[config.mk]
export PLATFORM = sky130hd
export DESIGN_NAME = spi_pkt_cs_seq
export DESIGN_NICKNAME = d
export VERILOG_FILES = /design/src/rtl/spi_seq_pkg.sv /design/src/rtl/spi_pkt_limit.sv /design/src/rtl/spi_gap_timer.sv /design/src/rtl/spi_pkt_cs_seq.sv
export SDC_FILE = /design/constraint.sdc
export NUM_CORES = 1
export LEC_CHECK = 0
export ABC_CLOCK_PERIOD_IN_PS = 5100
export BUFFER_PORTS_ARGS = -buffer_cell sky130_fd_sc_hd__buf_2
export CAP_MARGIN = 10
export CORE_MARGIN = 1.5
export CORE_UTILIZATION = 30
export DETAILED_ROUTE_END_ITERATION = 6
export PLACE_DENSITY = 0.47
export SLEW_MARGIN = 25
export SYNTH_ARGS = -nofsm -noshare
export SYNTH_HDL_FRONTEND = slang
export SYNTH_HIERARCHICAL = 1
export SYNTH_SLANG_ARGS = --single-unit
[constraint.sdc]
create_clock -name clk -period 5.1 [get_ports clk]
set_input_delay 0.51 -clock clk [delete_from_list [all_inputs] [get_ports clk]]
set_output_delay 0.51 -clock clk [all_outputs]
set_load 0.01 [all_outputs]
[src/rtl/spi_seq_pkg.sv]
package spi_seq_pkg;

    typedef enum logic [1:0] {
        SEQ_IDLE  = 2'd0,
        SEQ_SETUP = 2'd1,
        SEQ_RUN   = 2'd2,
        SEQ_GAP   = 2'd3
    } seq_state_e;

    typedef struct packed {
        seq_state_e st;
        logic       sclk_en;
        logic       cs_n;
    } seq_regs_t;

endpackage

[src/rtl/spi_pkt_limit.sv]
module spi_pkt_limit #(
    parameter int CNT_W = 8
) (
    input  logic             clk,
    input  logic             rst_n,
    input  logic             clr,
    input  logic             count_en,
    input  logic [CNT_W-1:0] limit,
    output logic             hit,
    output logic             done
);

    typedef struct packed {
        logic [CNT_W-1:0] cnt;
        logic             done;
    } lim_regs_t;

    lim_regs_t r_q, r_d;
    logic [CNT_W:0] cnt_plus;

    always_comb begin
        r_d      = r_q;
        cnt_plus = {1'b0, r_q.cnt} + {{CNT_W{1'b0}}, 1'b1};
        hit      = count_en && (limit != '0) && (cnt_plus >= {1'b0, limit});
        if (clr) begin
            r_d.cnt  = '0;
            r_d.done = 1'b0;
        end else begin
            if (count_en) begin
                r_d.cnt = cnt_plus[CNT_W-1:0];
            end
            if (hit) begin
                r_d.done = 1'b1;
            end
        end
    end

    always_ff @(posedge clk or negedge rst_n) begin
        if (!rst_n) begin
            r_q <= '0;
        end else begin
            r_q <= r_d;
        end
    end

    assign done = r_q.done;

    // the done flag only falls through the software reset
    assert_done_sticky_R5: assert property (@(posedge clk) disable iff (!rst_n)
        (r_q.done && !clr) |=> r_q.done);

    // a zero limit never raises the flag
    assert_zero_limit_no_hit_R6: assert property (@(posedge clk) disable iff (!rst_n)
        (limit == '0) |-> !hit);

endmodule

[src/rtl/spi_gap_timer.sv]
module spi_gap_timer #(
    parameter int GAP_W = 10
) (
    input  logic             clk,
    input  logic             rst_n,
    input  logic             load,
    input  logic [GAP_W-1:0] load_val,
    input  logic             tick,
    output logic             expired
);

    logic [GAP_W-1:0] gap_q, gap_d;

    always_comb begin
        gap_d = gap_q;
        if (load) begin
            gap_d = load_val;
        end else if (tick && (gap_q != '0)) begin
            gap_d = gap_q - {{(GAP_W-1){1'b0}}, 1'b1};
        end
    end

    always_ff @(posedge clk or negedge rst_n) begin
        if (!rst_n) begin
            gap_q <= '0;
        end else begin
            gap_q <= gap_d;
        end
    end

    assign expired = (gap_q == '0);

    // while counting down the timer only moves downward
    assert_gap_monotonic_R8: assert property (@(posedge clk) disable iff (!rst_n)
        (tick && !load && !expired) |=> (gap_q == $past(gap_q) - 1'b1));

endmodule

[src/rtl/spi_pkt_cs_seq.sv]
module spi_pkt_cs_seq
    import spi_seq_pkg::*;
#(
    parameter int CNT_W = 8,
    parameter int GAP_W = 10
) (
    input  logic             clk,
    input  logic             rst_n,
    input  logic             soft_rst,
    input  logic             xfer_pending,
    input  logic             pkt_done,
    input  logic [CNT_W-1:0] cfg_pkt_limit,
    input  logic             cfg_auto_cs,
    input  logic             cfg_manual_cs,
    input  logic [GAP_W-1:0] cfg_gap,
    output logic             sclk_en,
    output logic             cs_n,
    output logic             limit_done
);

    seq_regs_t r_q, r_d;
    logic      count_en;
    logic      lim_hit;
    logic      lim_done;
    logic      gap_load;
    logic      gap_tick;
    logic      gap_expired;
    logic      may_start;
    logic      past_valid_q;

    assign count_en  = pkt_done && r_q.sclk_en;
    assign may_start = xfer_pending && !lim_done;
    assign gap_tick  = (r_q.st == SEQ_GAP);

    spi_pkt_limit #(
        .CNT_W (CNT_W)
    ) u_limit (
        .clk      (clk),
        .rst_n    (rst_n),
        .clr      (soft_rst),
        .count_en (count_en),
        .limit    (cfg_pkt_limit),
        .hit      (lim_hit),
        .done     (lim_done)
    );

    spi_gap_timer #(
        .GAP_W (GAP_W)
    ) u_gap (
        .clk      (clk),
        .rst_n    (rst_n),
        .load     (gap_load),
        .load_val (cfg_gap),
        .tick     (gap_tick),
        .expired  (gap_expired)
    );

    always_comb begin
        r_d      = r_q;
        gap_load = 1'b0;
        if (soft_rst) begin
            r_d.st      = SEQ_IDLE;
            r_d.sclk_en = 1'b0;
            r_d.cs_n    = 1'b1;
        end else if (!cfg_auto_cs) begin
            r_d.st      = SEQ_IDLE;
            r_d.cs_n    = cfg_manual_cs;
            r_d.sclk_en = may_start && !lim_hit;
        end else begin
            unique case (r_q.st)
                SEQ_IDLE: begin
                    r_d.sclk_en = 1'b0;
                    r_d.cs_n    = 1'b1;
                    if (may_start) begin
                        r_d.st   = SEQ_SETUP;
                        r_d.cs_n = 1'b0;
                    end
                end
                SEQ_SETUP: begin
                    r_d.st      = SEQ_RUN;
                    r_d.sclk_en = 1'b1;
                    r_d.cs_n    = 1'b0;
                end
                SEQ_RUN: begin
                    if (count_en) begin
                        r_d.sclk_en = 1'b0;
                        r_d.cs_n    = 1'b1;
                        if (lim_hit) begin
                            r_d.st = SEQ_IDLE;
                        end else begin
                            r_d.st   = SEQ_GAP;
                            gap_load = 1'b1;
                        end
                    end
                end
                SEQ_GAP: begin
                    r_d.sclk_en = 1'b0;
                    r_d.cs_n    = 1'b1;
                    if (gap_expired) begin
                        if (may_start) begin
                            r_d.st   = SEQ_SETUP;
                            r_d.cs_n = 1'b0;
                        end else begin
                            r_d.st = SEQ_IDLE;
                        end
                    end
                end
                default: begin
                    r_d.st = SEQ_IDLE;
                end
            endcase
        end
    end

    always_ff @(posedge clk or negedge rst_n) begin
        if (!rst_n) begin
            r_q.st       <= SEQ_IDLE;
            r_q.sclk_en  <= 1'b0;
            r_q.cs_n     <= 1'b1;
            past_valid_q <= 1'b0;
        end else begin
            r_q          <= r_d;
            past_valid_q <= 1'b1;
        end
    end

    assign sclk_en    = r_q.sclk_en;
    assign cs_n       = r_q.cs_n;
    assign limit_done = lim_done;

    // no serial clock once the limit flag is up
    assert_no_clock_after_limit_R5: assert property (@(posedge clk) disable iff (!rst_n)
        limit_done |-> !sclk_en);

    // in the run phase the select is held low and the clock enabled
    assert_run_selected_R7: assert property (@(posedge clk) disable iff (!rst_n)
        (r_q.st == SEQ_RUN) |-> (!cs_n && sclk_en));

    // during the gap the select is released and the clock is off
    assert_gap_released_R8: assert property (@(posedge clk) disable iff (!rst_n)
        (r_q.st == SEQ_GAP) |-> (cs_n && !sclk_en));

    // manual mode copies the software level one cycle later
    assert_manual_follow_R2: assert property (@(posedge clk) disable iff (!rst_n)
        (past_valid_q && $past(!cfg_auto_cs && !soft_rst)) |-> (cs_n == $past(cfg_manual_cs)));

    // software reset returns the outputs to idle
    assert_soft_reset_idle_R12: assert property (@(posedge clk) disable iff (!rst_n)
        soft_rst |=> (!sclk_en && cs_n && !limit_done));

endmodule

==> metrics.md <==
| Metric | Value |
|---|---|
| WL/cell | `11.5 µm` |
| Critical path class | `reg -> reg` |
| Final Hold Vio Count | `0` |
| Number of gates resized after CTS | `0` |
| Cts hold-fix bufs | `0` |
| Most frequent cells after synthesis | `dfrtp_1, inv_1, nand2_1, nor2_1` |
| Register clock-pin slew on the reported worst setup and hold paths | `0.08 ns` |
| Pins Over Slew Limit | `0` |
| Post-DP HPWL | `2450 µm` |
| Internal | `0.268 mW` |
| Met3 WL post-DR | `92 µm` |
| Post-placement setup slack | `1.82 ns` |
| Final min period | `3.31 ns` |
| CP max stage delay | `0.45 ns` |
| Clk buf depth | `2` |
| # rows | `26` |
| Worst path depth | `13` |
| CP arrival | `3.46 ns` |
| Synthesized Nets | `216` |
| Antenna violations before repair | `0` |
| Detailed Route WL | `3180 µm` |
| PD cells | `190 nW/µm²` |
| Status | `complete, no violations` |
| GRT overflow | `0` |
| CP max stage cell | `dfrtp_1` |
| Count of cell types in the netlist | `49` |
| Synth Flop Type | `dfrtp_1` |
| Die width | `76.9 µm` |
| First-pass GRT wire length | `5710 µm` |
| Critical path required time | `5.25 ns` |
| DRC violations left | `0` |
| Die area | `5910 µm²` |
| Number of port buffers | `27` |
| Number of enable flip-flop cells after synthesis | `0` |
| Synth area leaders | `dfrtp_1, ha_1, xor2_1, inv_1, nand2_1` |
| P_leak | `0.848 nW` |
| Reg2reg path depth | `13` |
| Area delta synth->final | `14.9%` |
| Top layer in use | `met4` |
| Nets | `243` |
| Sequential area share after synthesis | `35.2%` |
| Synthesized area | `1640 µm²` |
| Least-Margin Pin Slew | `0.528 ns` |
| Final hold slack | `0.221 ns` |
| Worst path cell trace | `ha_1 > and3_1 > nand3_1 > xnor2_1 > ha_1 > and3_1 > a221o_1 > a41oi_2 > a21oi_1 > nor3_2 > buf_4 > nor2_1 > a221o_1` |
| Htree depth | `1` |
| Post-CTS Setup Repair Bufs | `0` |
| Ports | `28` |
| Setup crit end kind | `flop` |
| DR pass1 iterations | `4` |
| Cells after synthesis | `181` |
| Routability cong. | `0.718` |
| Max-Cap Viols | `0` |
| Largest fanout on the critical path | `20` |
| Syn. warnings | `6` |
| Vias | `1308` |
| Die height | `76.9 µm` |
| Worst setup SP type | `flop` |
| Iteration-0 DRC Markers | `37` |
| Avg Cell Area, Syn | `9.04 µm²` |
| Post-DR vias/cell | `4.72` |
| Total GRT Usage | `11.8%` |
| Switching part of the total | `24.9%` |
| Part of the power in registers | `55.7%` |
| Sinks on the clock net | `23` |
| Vias in the first global route | `1315` |
| Antenna Violating Nets Remaining | `0` |
| Worst clock skew | `0.00294 ns` |
| Worst-Skew Late Latency | `0.26 ns` |
| Most frequent cell after synthesis | `dfrtp_1` |
| Share of layout cells above drive strength 1 | `22.2%` |
| Delay-heaviest family, CP | `compound AO/OA/AOI/OAI gates` |
| Placed cell count | `273` |
| Initial Util | `31.6%` |
| DR WL met2 | `1490 µm` |
| Unrepaired setup endpoints after global routing | `false` |
| Largest net degree at the start of global routing | `24` |
| Total CTS buffers | `3` |
| # fillers | `550` |
| Setup-failing EPs final | `0` |
| M1 WL | `1580 µm` |
| Largest area contributor in the netlist | `dfrtp_1` |
| Setup WS post-layout | `1.79 ns` |
| CTS tree | `built` |
| Power Total | `0.357 mW` |
| Final Cycle Share | `64.9%` |
| Fin cells | `277` |
| CP bufs+invs | `1` |
| VDD IR max | `90.9 µV` |
| Combinational fraction of design power | `13.0%` |
| Clock root buffer | `clkbuf_8` |
| Clk network pwr share | `31.2%` |
| FMAX | `302 MHz` |
| Share of the synthesized area in the top cell type | `33.6%` |
| Sw power | `0.0888 mW` |
| Worst min path class | `in -> async` |
| Core area | `5170 µm²` |
| Setup TNS | `0 ns` |
| # diodes | `0` |
| Synth Register Bits | `23` |
| Ys async rst share | `100%` |
| Slew headroom | `64.8%` |
[layer usage]
metal | vias up | track usage, %
li1 | 692 | -
met1 | 595 | 15.6
met2 | 19 | 20.2
met3 | 2 | 1.90
met4 | 0 | 2.78
met5 | - | 0
[logic make-up after synthesis]
logic type               share of synthesized area, %
AO/OA/AOI/OAI                                    16.0
XOR/XNOR                                         8.56
adder cells (fa/ha/maj)                          7.65
buffers and inverters                            5.81
flip-flops                                       35.2
multiplexers                                     3.29
AND/OR/NAND/NOR                                  23.5
[cell usage in the layout (no fill, tap or decap), types with 3 or more instances in the layout]
cell type,n
nand3_1,5
dfrtp_1,22
a21oi_1,8
buf_2,27
clkbuf_8,3
nor3_1,4
nor2b_1,3
nor4_1,3
o21ai_0,6
nand2b_1,3
nand4_1,6
nor2_1,15
mux2_2,3
inv_1,17
ha_1,10
a21o_1,3
xor2_1,10
xnor2_1,6
nand2_1,15
a31oi_1,3
[worst reg2reg max path: stages (launching register included)]
cell and delay (ns):
dfrtp_1 0.45, ha_1 0.23, and3_1 0.29, nand3_1 0.12, xnor2_1 0.15, ha_1 0.28, and3_1 0.18, a221o_1 0.34
a41oi_2 0.17, a21oi_1 0.15, nor3_2 0.19, buf_4 0.25, nor2_1 0.08, a221o_1 0.32
[registers in the layout, summed over array words and instances, names as in the netlist]
signal        count
cs_n              1
u_limit/r_q       8
u_limit/done      1
u_gap/gap_q      10
sclk_en           1
r_q               2
[stage by stage]
stage / area, µm² / utilization, %
3_3_place_gp: 1840 / 35.5
5_1_grt: 1880 / 36.4
2_1_floorplan: 1640 / -
6_report: 1880 / 36.4
4_1_cts: 1880 / 36.4
3_5_place_dp: 1840 / 35.5
[worst paths after layout]
kind | start | slack (ns) | to
min in group clk | cfg_gap[5] | 0.45 | u_gap/gap_q[5]
setup / recovery | u_limit/r_q[1] | 1.79 | u_gap/gap_q[9]
hold reg to reg | u_limit/r_q[7] | 0.58 | u_limit/r_q[7]
hold / removal | rst_n | 0.22 | u_gap/gap_q[6]
setup reg to reg | u_limit/r_q[1] | 1.79 | u_gap/gap_q[9]
max in group asynchronous | rst_n | 4.52 | cs_n
[area by class of cell]
| class | count | area (µm²) | area share, % |
|---|---|---|---|
| clock buffers | 4 | 45.0 | 2.40 |
| multi-input cells | 135 | 965 | 51.3 |
| repair buffers | 28 | 143 | 7.58 |
| well taps | 70 | 87.6 | 4.66 |
| inverters | 17 | 63.8 | 3.39 |
| flip-flops and latches | 23 | 577 | 30.7 |
[power groups by stage]
stage,Clock [mW],Sequential [mW],Combinational [mW]
floorplan,0,0.201,0.0266
global placement,0,0.202,0.0474
global route,0.129,0.200,0.0551
CTS,0.117,0.199,0.0478
finish,0.111,0.199,0.0465
detailed placement,0,0.202,0.0475
No activity file was read; power rests on OpenSTA's default activity.
